--- config.mk ---
export PLATFORM = sky130hd
export DESIGN_NAME = sfs_unit
export DESIGN_NICKNAME = d
export VERILOG_FILES = /design/src/rtl/sfs_pkg.sv /design/src/rtl/sfs_fifo.sv /design/src/rtl/sfs_ctrl.sv /design/src/rtl/sfs_unit.sv
export SDC_FILE = /design/constraint.sdc
export NUM_CORES = 1
export LEC_CHECK = 0
export BUFFER_PORTS_ARGS = -buffer_cell sky130_fd_sc_hd__buf_2
export CORE_UTILIZATION = 55
export DETAILED_ROUTE_END_ITERATION = 10
export GPL_TIMING_DRIVEN = 0
export MAX_ROUTING_LAYER = met4
export PLACE_DENSITY = 0.74
export RECOVER_POWER = 25
export SYNTH_ARGS = -nofsm -noshare
export SYNTH_HDL_FRONTEND = slang
export SYNTH_SLANG_ARGS = --single-unit
--- constraint.sdc ---
create_clock -name clk -period 3.1 [get_ports clk]
set_clock_uncertainty 0.05 [all_clocks]
set_input_delay 0.465 -clock clk [delete_from_list [all_inputs] [get_ports clk]]
set_output_delay 0.465 -clock clk [all_outputs]
set_load 0.01 [all_outputs]
--- src/rtl/sfs_pkg.sv ---
package sfs_pkg;
    // register indices
    localparam logic [3:0] A_TXD    = 4'd0;
    localparam logic [3:0] A_RXD    = 4'd1;
    localparam logic [3:0] A_TXLVL  = 4'd2;
    localparam logic [3:0] A_RXLVL  = 4'd3;
    localparam logic [3:0] A_TXTHR  = 4'd4;
    localparam logic [3:0] A_RXTHR  = 4'd5;
    localparam logic [3:0] A_STAT   = 4'd6;
    localparam logic [3:0] A_IMASK  = 4'd7;
    localparam logic [3:0] A_ISTAT  = 4'd8;
    localparam logic [3:0] A_IRAW   = 4'd9;
    localparam logic [3:0] A_ICLR   = 4'd10;
    localparam logic [3:0] A_DMACTL = 4'd11;
    localparam logic [3:0] A_TXWM   = 4'd12;
    localparam logic [3:0] A_RXWM   = 4'd13;

    // interrupt bit positions
    localparam int IB_TXLOW  = 0;
    localparam int IB_TXOVF  = 1;
    localparam int IB_RXUDF  = 2;
    localparam int IB_RXOVF  = 3;
    localparam int IB_RXHIGH = 4;
    localparam int NIRQ      = 5;
endpackage

--- src/rtl/sfs_fifo.sv ---
module sfs_fifo #(
    parameter int DW    = 16,
    parameter int DEPTH = 8
) (
    input  logic                       clk,
    input  logic                       rst_n,
    input  logic                       push,
    input  logic [DW-1:0]              push_data,
    input  logic                       pop,
    output logic [DW-1:0]              head,
    output logic [$clog2(DEPTH+1)-1:0] level,
    output logic                       full,
    output logic                       empty
);
    localparam int PW = (DEPTH > 1) ? $clog2(DEPTH) : 1;
    localparam int LW = $clog2(DEPTH + 1);

    typedef struct packed {
        logic [PW-1:0] wp;
        logic [PW-1:0] rp;
        logic [LW-1:0] lvl;
    } fst_t;

    fst_t          s_q, s_d;
    logic [DW-1:0] mem_q [DEPTH];
    logic          do_push, do_pop;

    function automatic logic [PW-1:0] bump(input logic [PW-1:0] p);
        return (p == PW'(DEPTH - 1)) ? '0 : p + 1'b1;
    endfunction

    assign full    = (s_q.lvl == LW'(DEPTH));
    assign empty   = (s_q.lvl == '0);
    assign do_push = push && !full;
    assign do_pop  = pop && !empty;

    always_comb begin
        s_d = s_q;
        if (do_push) s_d.wp = bump(s_q.wp);
        if (do_pop)  s_d.rp = bump(s_q.rp);
        case ({do_push, do_pop})
            2'b10:   s_d.lvl = s_q.lvl + 1'b1;
            2'b01:   s_d.lvl = s_q.lvl - 1'b1;
            default: s_d.lvl = s_q.lvl;
        endcase
    end

    always_ff @(posedge clk or negedge rst_n) begin
        if (!rst_n) s_q <= '0;
        else        s_q <= s_d;
    end

    always_ff @(posedge clk) begin
        if (do_push) mem_q[s_q.wp] <= push_data;
    end

    assign head  = mem_q[s_q.rp];
    assign level = s_q.lvl;

    // the count never exceeds the depth
    a_r2_level_bound: assert property (@(posedge clk) disable iff (!rst_n)
        int'(s_q.lvl) <= DEPTH);

    // a push into a full queue without a pop leaves the count alone
    a_r7_full_push_dropped: assert property (@(posedge clk) disable iff (!rst_n)
        (push && full && !pop) |=> $stable(level));
endmodule

--- src/rtl/sfs_ctrl.sv ---
module sfs_ctrl
    import sfs_pkg::*;
#(
    parameter int DW    = 16,
    parameter int DEPTH = 8
) (
    input  logic                       clk,
    input  logic                       rst_n,
    input  logic                       reg_wr,
    input  logic                       reg_rd,
    input  logic [3:0]                 reg_addr,
    input  logic [DW-1:0]              reg_wdata,
    output logic [DW-1:0]              reg_rdata,
    input  logic                       eng_busy,
    input  logic                       eng_rx_push,
    input  logic [$clog2(DEPTH+1)-1:0] tx_lvl,
    input  logic [$clog2(DEPTH+1)-1:0] rx_lvl,
    input  logic [DW-1:0]              rx_head,
    output logic                       tx_push,
    output logic                       rx_pop,
    output logic                       irq,
    output logic                       dma_tx_req,
    output logic                       dma_rx_req
);
    localparam int LW = $clog2(DEPTH + 1);

    typedef struct packed {
        logic [LW-1:0]   tx_thr;
        logic [LW-1:0]   rx_thr;
        logic [LW-1:0]   tx_wm;
        logic [LW-1:0]   rx_wm;
        logic [NIRQ-1:0] mask;
        logic [1:0]      dma_en;
        logic            err_txovf;
        logic            err_rxudf;
        logic            err_rxovf;
    } cst_t;

    cst_t            c_q, c_d;
    logic            tx_full, tx_empty, rx_full, rx_empty;
    logic            ev_txovf, ev_rxudf, ev_rxovf;
    logic            clr_hit, clr_all, clr_udf, clr_rovf, clr_tovf;
    logic            thr_ok;
    logic [NIRQ-1:0] raw, masked, stat;

    assign tx_full  = (tx_lvl == LW'(DEPTH));
    assign tx_empty = (tx_lvl == '0);
    assign rx_full  = (rx_lvl == LW'(DEPTH));
    assign rx_empty = (rx_lvl == '0);

    assign tx_push  = reg_wr && (reg_addr == A_TXD);
    assign rx_pop   = reg_rd && (reg_addr == A_RXD);
    assign ev_txovf = tx_push && tx_full;
    assign ev_rxudf = rx_pop && rx_empty;
    assign ev_rxovf = eng_rx_push && rx_full;

    assign clr_hit  = reg_wr && (reg_addr == A_ICLR);
    assign clr_all  = clr_hit && reg_wdata[0];
    assign clr_udf  = clr_hit && reg_wdata[1];
    assign clr_rovf = clr_hit && reg_wdata[2];
    assign clr_tovf = clr_hit && reg_wdata[3];

    assign thr_ok = (reg_wdata < DW'(DEPTH));

    always_comb begin
        c_d = c_q;
        if (reg_wr) begin
            case (reg_addr)
                A_TXTHR:  if (thr_ok) c_d.tx_thr = reg_wdata[LW-1:0];
                A_RXTHR:  if (thr_ok) c_d.rx_thr = reg_wdata[LW-1:0];
                A_TXWM:   c_d.tx_wm  = reg_wdata[LW-1:0];
                A_RXWM:   c_d.rx_wm  = reg_wdata[LW-1:0];
                A_IMASK:  c_d.mask   = reg_wdata[NIRQ-1:0];
                A_DMACTL: c_d.dma_en = reg_wdata[1:0];
                default:  ;
            endcase
        end
        // clear first, then a new event wins
        c_d.err_txovf = (c_q.err_txovf && !(clr_all || clr_tovf)) || ev_txovf;
        c_d.err_rxudf = (c_q.err_rxudf && !(clr_all || clr_udf))  || ev_rxudf;
        c_d.err_rxovf = (c_q.err_rxovf && !(clr_all || clr_rovf)) || ev_rxovf;
    end

    always_ff @(posedge clk or negedge rst_n) begin
        if (!rst_n) c_q <= '0;
        else        c_q <= c_d;
    end

    always_comb begin
        raw            = '0;
        raw[IB_TXLOW]  = (tx_lvl <= c_q.tx_thr);
        raw[IB_TXOVF]  = c_q.err_txovf;
        raw[IB_RXUDF]  = c_q.err_rxudf;
        raw[IB_RXOVF]  = c_q.err_rxovf;
        raw[IB_RXHIGH] = (rx_lvl > c_q.rx_thr);
    end

    assign masked     = raw & c_q.mask;
    assign irq        = |masked;
    assign stat       = {rx_full, rx_empty, tx_empty, tx_full, eng_busy || !tx_empty};
    assign dma_tx_req = c_q.dma_en[1] && (tx_lvl <= c_q.tx_wm);
    assign dma_rx_req = c_q.dma_en[0] && (rx_lvl > c_q.rx_wm);

    always_comb begin
        reg_rdata = '0;
        case (reg_addr)
            A_RXD:    reg_rdata = rx_head;
            A_TXLVL:  reg_rdata = DW'(tx_lvl);
            A_RXLVL:  reg_rdata = DW'(rx_lvl);
            A_TXTHR:  reg_rdata = DW'(c_q.tx_thr);
            A_RXTHR:  reg_rdata = DW'(c_q.rx_thr);
            A_STAT:   reg_rdata = DW'(stat);
            A_IMASK:  reg_rdata = DW'(c_q.mask);
            A_ISTAT:  reg_rdata = DW'(masked);
            A_IRAW:   reg_rdata = DW'(raw);
            A_DMACTL: reg_rdata = DW'(c_q.dma_en);
            A_TXWM:   reg_rdata = DW'(c_q.tx_wm);
            A_RXWM:   reg_rdata = DW'(c_q.rx_wm);
            default:  reg_rdata = '0;
        endcase
    end

    // stored thresholds stay below the depth
    a_r5_thr_below_depth: assert property (@(posedge clk) disable iff (!rst_n)
        (int'(c_q.tx_thr) < DEPTH) && (int'(c_q.rx_thr) < DEPTH));

    // a write into a full outgoing queue raises the overflow bit
    a_r7_txovf_latches: assert property (@(posedge clk) disable iff (!rst_n)
        ev_txovf |=> raw[IB_TXOVF]);

    // incoming overflow holds until a matching clear
    a_r8_rxovf_sticky: assert property (@(posedge clk) disable iff (!rst_n)
        (raw[IB_RXOVF] && !(clr_all || clr_rovf)) |=> raw[IB_RXOVF]);

    // nothing reaches the output with an all-zero mask
    a_r9_mask_blocks: assert property (@(posedge clk) disable iff (!rst_n)
        (c_q.mask == '0) |-> !irq);

    // requests stay low while their enables are off
    a_r10_dma_gated: assert property (@(posedge clk) disable iff (!rst_n)
        (!c_q.dma_en[1] |-> !dma_tx_req) and (!c_q.dma_en[0] |-> !dma_rx_req));
endmodule

--- src/rtl/sfs_unit.sv ---
module sfs_unit #(
    parameter int DW    = 16,
    parameter int DEPTH = 8
) (
    input  logic          clk,
    input  logic          rst_n,
    input  logic          reg_wr,
    input  logic          reg_rd,
    input  logic [3:0]    reg_addr,
    input  logic [DW-1:0] reg_wdata,
    output logic [DW-1:0] reg_rdata,
    input  logic          eng_busy,
    input  logic          eng_tx_pop,
    output logic [DW-1:0] eng_tx_data,
    output logic          eng_tx_avail,
    input  logic          eng_rx_push,
    input  logic [DW-1:0] eng_rx_data,
    output logic          irq,
    output logic          dma_tx_req,
    output logic          dma_rx_req
);
    localparam int LW = $clog2(DEPTH + 1);

    logic [LW-1:0] tx_lvl, rx_lvl;
    logic [DW-1:0] rx_head;
    logic          tx_push, rx_pop;
    logic          tx_full, tx_empty, rx_full, rx_empty;

    sfs_fifo #(.DW(DW), .DEPTH(DEPTH)) u_txq (
        .clk(clk), .rst_n(rst_n),
        .push(tx_push), .push_data(reg_wdata), .pop(eng_tx_pop),
        .head(eng_tx_data), .level(tx_lvl), .full(tx_full), .empty(tx_empty)
    );

    sfs_fifo #(.DW(DW), .DEPTH(DEPTH)) u_rxq (
        .clk(clk), .rst_n(rst_n),
        .push(eng_rx_push), .push_data(eng_rx_data), .pop(rx_pop),
        .head(rx_head), .level(rx_lvl), .full(rx_full), .empty(rx_empty)
    );

    sfs_ctrl #(.DW(DW), .DEPTH(DEPTH)) u_ctrl (
        .clk(clk), .rst_n(rst_n),
        .reg_wr(reg_wr), .reg_rd(reg_rd), .reg_addr(reg_addr),
        .reg_wdata(reg_wdata), .reg_rdata(reg_rdata),
        .eng_busy(eng_busy), .eng_rx_push(eng_rx_push),
        .tx_lvl(tx_lvl), .rx_lvl(rx_lvl), .rx_head(rx_head),
        .tx_push(tx_push), .rx_pop(rx_pop),
        .irq(irq), .dma_tx_req(dma_tx_req), .dma_rx_req(dma_rx_req)
    );

    assign eng_tx_avail = !tx_empty;

    // the incoming queue flags never claim full and empty together
    a_r3_rx_flags_exclusive: assert property (@(posedge clk) disable iff (!rst_n)
        !(rx_full && rx_empty));

    // an engine take from a non-empty queue lowers the count
    a_r2_take_lowers: assert property (@(posedge clk) disable iff (!rst_n)
        (eng_tx_pop && !tx_empty && !tx_push) |=> (tx_lvl == $past(tx_lvl) - 1'b1));
endmodule

### After elaboration in Yosys (flattened, before gate mapping)

Memories as Yosys holds them, arrays and structs flattened.
Cells that the tools add are included.

| storage, ports and cells | value |
|---|---|
| register bits after elaboration | 46 |
| bits in writable memories | 256 |
| input bits | 43 |
| word-level logic and storage cells | 110 |
| memories | 2 |

Memories:

| name | depth | width | read ports | clocked after memory_dff | write ports | RTL line | text |
|---|---|---|---|---|---|---|---|
| u_rxq.mem_q | 8 | 16 | 1 | 0 | 1 | sfs_fifo.sv:25 | `logic [DW-1:0] mem_q [DEPTH];` |
| u_txq.mem_q | 8 | 16 | 1 | 0 | 1 | sfs_fifo.sv:25 |  |

| operators by class | value |
|---|---|
| $add $sub $neg | 8 |
| magnitude comparators | 5 |
| eq/ne operators | 23 |
| muxes and demuxes | 11 |
| bitwise gates (word level) | 1 |
| reduce and logical (&&, ||, !) cells | 45 |

Operators with widths:

| operator | count |
|---|---|
| $pmux 16 s12 | 1 |
| $eq 4x4->1 const B | 8 |
| $logic_and 1x1->1 | 19 |
| $eq 4x3->1 const B | 4 |
| $lt 16x4->1 const B | 1 |
| $pmux 4 s2 | 2 |
| $add 3x1->3 const B | 4 |
| $eq 3x3->1 const B | 4 |
| $logic_not 4->1 | 3 |
| $mux 3 | 4 |
| $add 4x1->4 const B | 2 |
| $eq 4x2->1 const B | 2 |
| $gt 4x4->1 | 2 |
| $le 4x4->1 | 2 |
| $reduce_and 2->1 | 4 |
| $sub 4x1->4 const B | 2 |
| $logic_not 1->1 | 7 |
| $logic_or 1x1->1 | 7 |
| $reduce_and 3->1 | 2 |
| $and 5x5->5 | 1 |
| $reduce_or 5->1 | 1 |
| $eq 2x1->1 const B | 2 |
| $eq 2x2->1 const B | 2 |
| $eq 4x1->1 const B | 1 |
| 2 further kinds | 6 |

### Depth between registers and ports, before layout

| logic depth | value |
|---|---|
| word-level depth | 7 |
| gate-level depth with buffers | 12 |

### Cells and area by module

From an unflattened synthesis, not the netlist that was laid out.

| unflattened totals | value |
|---|---|
| cell total of the unflattened synthesis | 756 |
| area, all modules | 13361.6 sq um |

By module, submodules not included:

| module | times used | cells each | area each (sq um) |
|---|---|---|---|
| sfs_fifo at u_rxq | 1 | 260 | 5647.9 |
| sfs_fifo at u_txq | 1 | 258 | 5634.2 |
| sfs_ctrl | 1 | 237 | 2075.7 |
| sfs_unit | 1 | 1 | 3.8 |

### Least setup slack after synthesis

OpenSTA, ideal clock, no wires.

| timing path | value |
|---|---|
| path kind | input-to-reg |
| from | in reg_addr[2] |
| to | mem u_txq.mem_q[2][0], enable pin |
| setup time | 0.436 ns |
| data arrival time | 2.826 ns |
| data required time | 2.614 ns |
| slack | -0.212 ns |
| cell stages on the path | 5 |
| cell sequence | nor2_1 nand3_1 nand2b_1 buf_6 nor4b_1 |

| between the ends | value |
|---|---|
| longest elaborated chain between the ends | 5 |

RTL lines:

| item | RTL line | text |
|---|---|---|
| from (decl) | sfs_unit.sv:9 | `input logic [3:0] reg_addr,` |
| $logic_not 4->1 | sfs_ctrl.sv:51 | `assign tx_push = reg_wr && (reg_addr == A_TXD);` |
| $logic_and 1x1->1 | sfs_ctrl.sv:51 |  |
| $logic_and 1x1->1 | sfs_fifo.sv:34 | `assign do_push = push && !full;` |
| $mux 1 | sfs_fifo.sv:54 | `if (do_push) mem_q[s_q.wp] <= push_data;` |
| $mux 1 (implied by the code) | sfs_fifo.sv:54 |  |
| to (decl) | sfs_fifo.sv:25 |  |

Every way passes these cells.

### Final worst setup path

| timing path | value |
|---|---|
| from | reg u_rxq.s_q[4] (netlist name) |
| to | out reg_rdata[2] |

| between the ends | value |
|---|---|
| longest elaborated chain between the ends | 2 |

RTL lines:

| item | RTL line | text |
|---|---|---|
| from (decl) | sfs_fifo.sv:24 | `fst_t s_q, s_d;` |
| from (signal assigned) | sfs_fifo.sv:49 | `if (!rst_n) s_q <= '0;` |
| from (signal assigned) | sfs_fifo.sv:50 | `else s_q <= s_d;` |
| $mem_v2 8x16 | n/a |  |
| $pmux 16 s12 | sfs_ctrl.sv:106 | `case (reg_addr)` |
| to (decl) | sfs_unit.sv:11 | `output logic [DW-1:0] reg_rdata,` |

Every way passes these cells.

==> results.toml <==
[die]
chipHeight_um = 155
io_pins = 79
die_area_um2 = 24000
core-area_um2 = 22800
rows = 55
start_util_pct = 56.4
die_w_um = 155

[synthesis]
async_flop_share_pct = 15.2
ys_seq_area_share_pct = 68.8
synth.most_common_cell = "edfxtp_1"
avgSynthCellArea_um2 = 17.7
ys_ff_latch = 302
synth_largest_area_cell = "edfxtp_1"
synth_edf_count = 256
synth_top_area_share_pct = 59.8
synth_cells = 725
syn-cell-area_um2 = 12800
synthFlopType = "edfxtp_1"
synth_cell_types = 56
syn_nets = 800
synth_area_leaders = "edfxtp_1, mux4_2, dfrtp_1"
synth_common_cells = "edfxtp_1, mux4_2, dfrtp_1, mux2_2"
yosysWarnings = 0

[critical_path]
crit_fanout = 10
crit_required_ns = 2.58
rrSetupSlack_ns = 0.33
worst_r2r_startpoint = "u_rxq.level[1]"
slowest_delay_ns = 0.53
cp-start-kind = "register"
reg2reg_to = "u_rxq.level[3]"
crit_arrival_ns = 2.48
cp-end-kind = "output port"
r2r_cells = 11
crit_slowest_cell = "mux4_2"
crit_path_cell_trace = "clkbuf_4 -> buf_6 -> mux4_2 -> mux2i_2 -> o211ai_1 -> buf_2"
crit_type = "register to output port"

[clocking]
root_buffer = "clkbuf_16"
htreeDepth = 1
clk_pin_slew_ns = 0.06
cts_buffer_depth = 3
cts.sinks = 302
clk_latency_ns = 0.53
cts-buffers-inserted = 30
cts_tree = "yes"

[sta]
tightestPinTransition_ns = 1.13
slew_violations = 0
finalCriticalPeriod_ns = 2.99
finalHoldViolCount = 0
setup_tns_ns = 0
rsz0062_at_grt = "no"
slew_headroom_pct = 24.6
finalSetupViolations = 0
fin_crit_sh_pct = 96.5
maxClockFrequency_ghz = 0.334

[power_and_ir_drop]
p_seq_share_pct = 42.5
vdd_drop_max_mv = 0.498
power.leakage_nw = 5.29
p_int_mw = 8.70
p_per_area_nw_per_um2 = 825
p_clk_share_pct = 28.3
switching_share_pct = 29.3
combinationalPowerShare_pct = 29.2
power_mw = 12.3
p_switching_mw = 3.60

[grt]
antenna_found_initial = 0
grt-ovfl-total = 0
grt_max_degree = 47
grt_usage_pct = 24.6
grt_pass1_vias = 7511
grt_pass1_wl_mm = 42.8

[placed_design]
port_buffers = 78
gp_congestion = 0.881
dpl-instance-area_um2 = 14000
hpwl_mm = 19.1

[routing]
top_layer = "met4"
routed_wl_mm = 27.3
wl_met3_mm = 1.50
drt_pass1_iterations = 5
vias = 7067
wl_met2_mm = 13.9
wl_per_cell_um = 23.0
drt-initial-drc-count = 520
wl_met1_mm = 11.3
drc = 0
ant_nets = 0
vias_per_cell = 5.95

[finish]
multi_input_area_um2 = 3830
final_area_um2 = 14900
fill_cells = 1561
areaGrowthSynthToFinish_pct = 16.1
seq_area_um2 = 8840
drive_gt1_share_pct = 30.7
finalNetCount = 928
final_core_util_pct = 65.5
diodes = 0

[flow_run]
max_cap_violations = 0

[hold_path]
hold_class = "input pin to async pin"

[status]
status = "completed"
==> worst max-delay path, delay by kind of cell, from the launching register on <==
family / cells / cell delay [ns]
AO/OA/AOI/OAI: 1 / 0.15
flip-flops: 1 / 0.38
multiplexers: 2 / 0.79
buffers and inverters: 3 / 0.61
==> power groups by stage <==
stage	logic [mW]	registers, mW	clock network, mW
after global placement	3.35	5.24	0
after floorplan	2.52	5.15	0
after global routing	3.94	5.26	3.71
after CTS	3.65	5.22	3.54
final	3.60	5.23	3.48
after detailed placement	3.60	5.30	0
==> what timing repair did <==
action,in CTS,in global routing
pin swaps,0,0
buffers inserted,0,0
resized for setup,4,3
setup endpoints to repair,3,12
hold buffers,0,0
==> cells in the final DEF (no fill, tap or decap), drive strengths merged, types with 24 or more instances in the layout <==
cell type  synthesis  routed
mux4              64      64
ha                30      30
dfrtp             46      46
clkbuf             4      62
nor2              35      35
inv               25      26
mux2              38      38
edfxtp           256     256
o21ai             24      24
buf               25      99
nand2             32      32
==> stage by stage <==
step	hold WS, ns	cells	setup slack (ns)
after global routing	0.160	1187	0.00298
after detailed placement	0.449	1134	0.0991
final	0.0991	1187	0.108
after CTS	0.116	1187	0.0405
after global placement	0.428	1116	-1.56
after floorplan	0.119	725	0.0106
==> cell type report <==
type | instances | area share (%)
buffer | 29 | 1.25
clock buffer | 36 | 5.33
clock inverter | 17 | 1.09
inverter | 25 | 0.629
multi-input combinational | 369 | 25.7
sequential | 302 | 59.3
tap | 313 | 2.63
timing repair buffer | 96 | 4.14
==> sequential cells by signal, summed over array words and instances, names as in the netlist <==
name / count
u_txq.level: 4
u_rxq.level: 4
u_rxq.mem_q: 128
u_ctrl.c_q: 26
u_txq.s_q: 6
u_txq.mem_q: 128
u_rxq.s_q: 6
==> layer usage <==
layer | vias to the layer above | global-route usage [%]
met5 | - | -
met4 | 0 | 6.65
met3 | 55 | 3.08
met2 | 226 | 40.5
met1 | 3652 | 32.8
li1 | 3134 | -
==> cell families (layout without fill, tap and decap cells) <==
family | after synthesis | after routing | synth area share [%]
and+or+nand+nor | 139 | 139 | 5.78
DFF | 302 | 302 | 68.8
xor gates and xnor gates | 8 | 8 | 0.545
adders and majority gates | 32 | 32 | 3.23
buffers and inverters | 54 | 203 | 2.12
muxes | 124 | 124 | 16.3
AOI/OAI and AO/OA | 66 | 66 | 3.26
==> how the worst max path moves through the flow <==
stage | start | to | slack, ns | cells past startpoint
after floorplan | reg_addr[2] | u_txq.mem_q[0][0] | 0.01 | 5
after global placement | reg_addr[2] | u_txq.mem_q[0][5] | -1.56 | 6
after detailed placement | reg_addr[1] | u_rxq.level[3] | 0.1 | 13
after CTS | u_rxq.s_q[4] | reg_rdata[4] | 0.04 | 6
after global routing | u_rxq.s_q[6] | reg_rdata[8] | 0.003 | 5
final | u_rxq.s_q[4] | reg_rdata[2] | 0.11 | 6
Note: power is estimated with default switching activity, not from simulation.
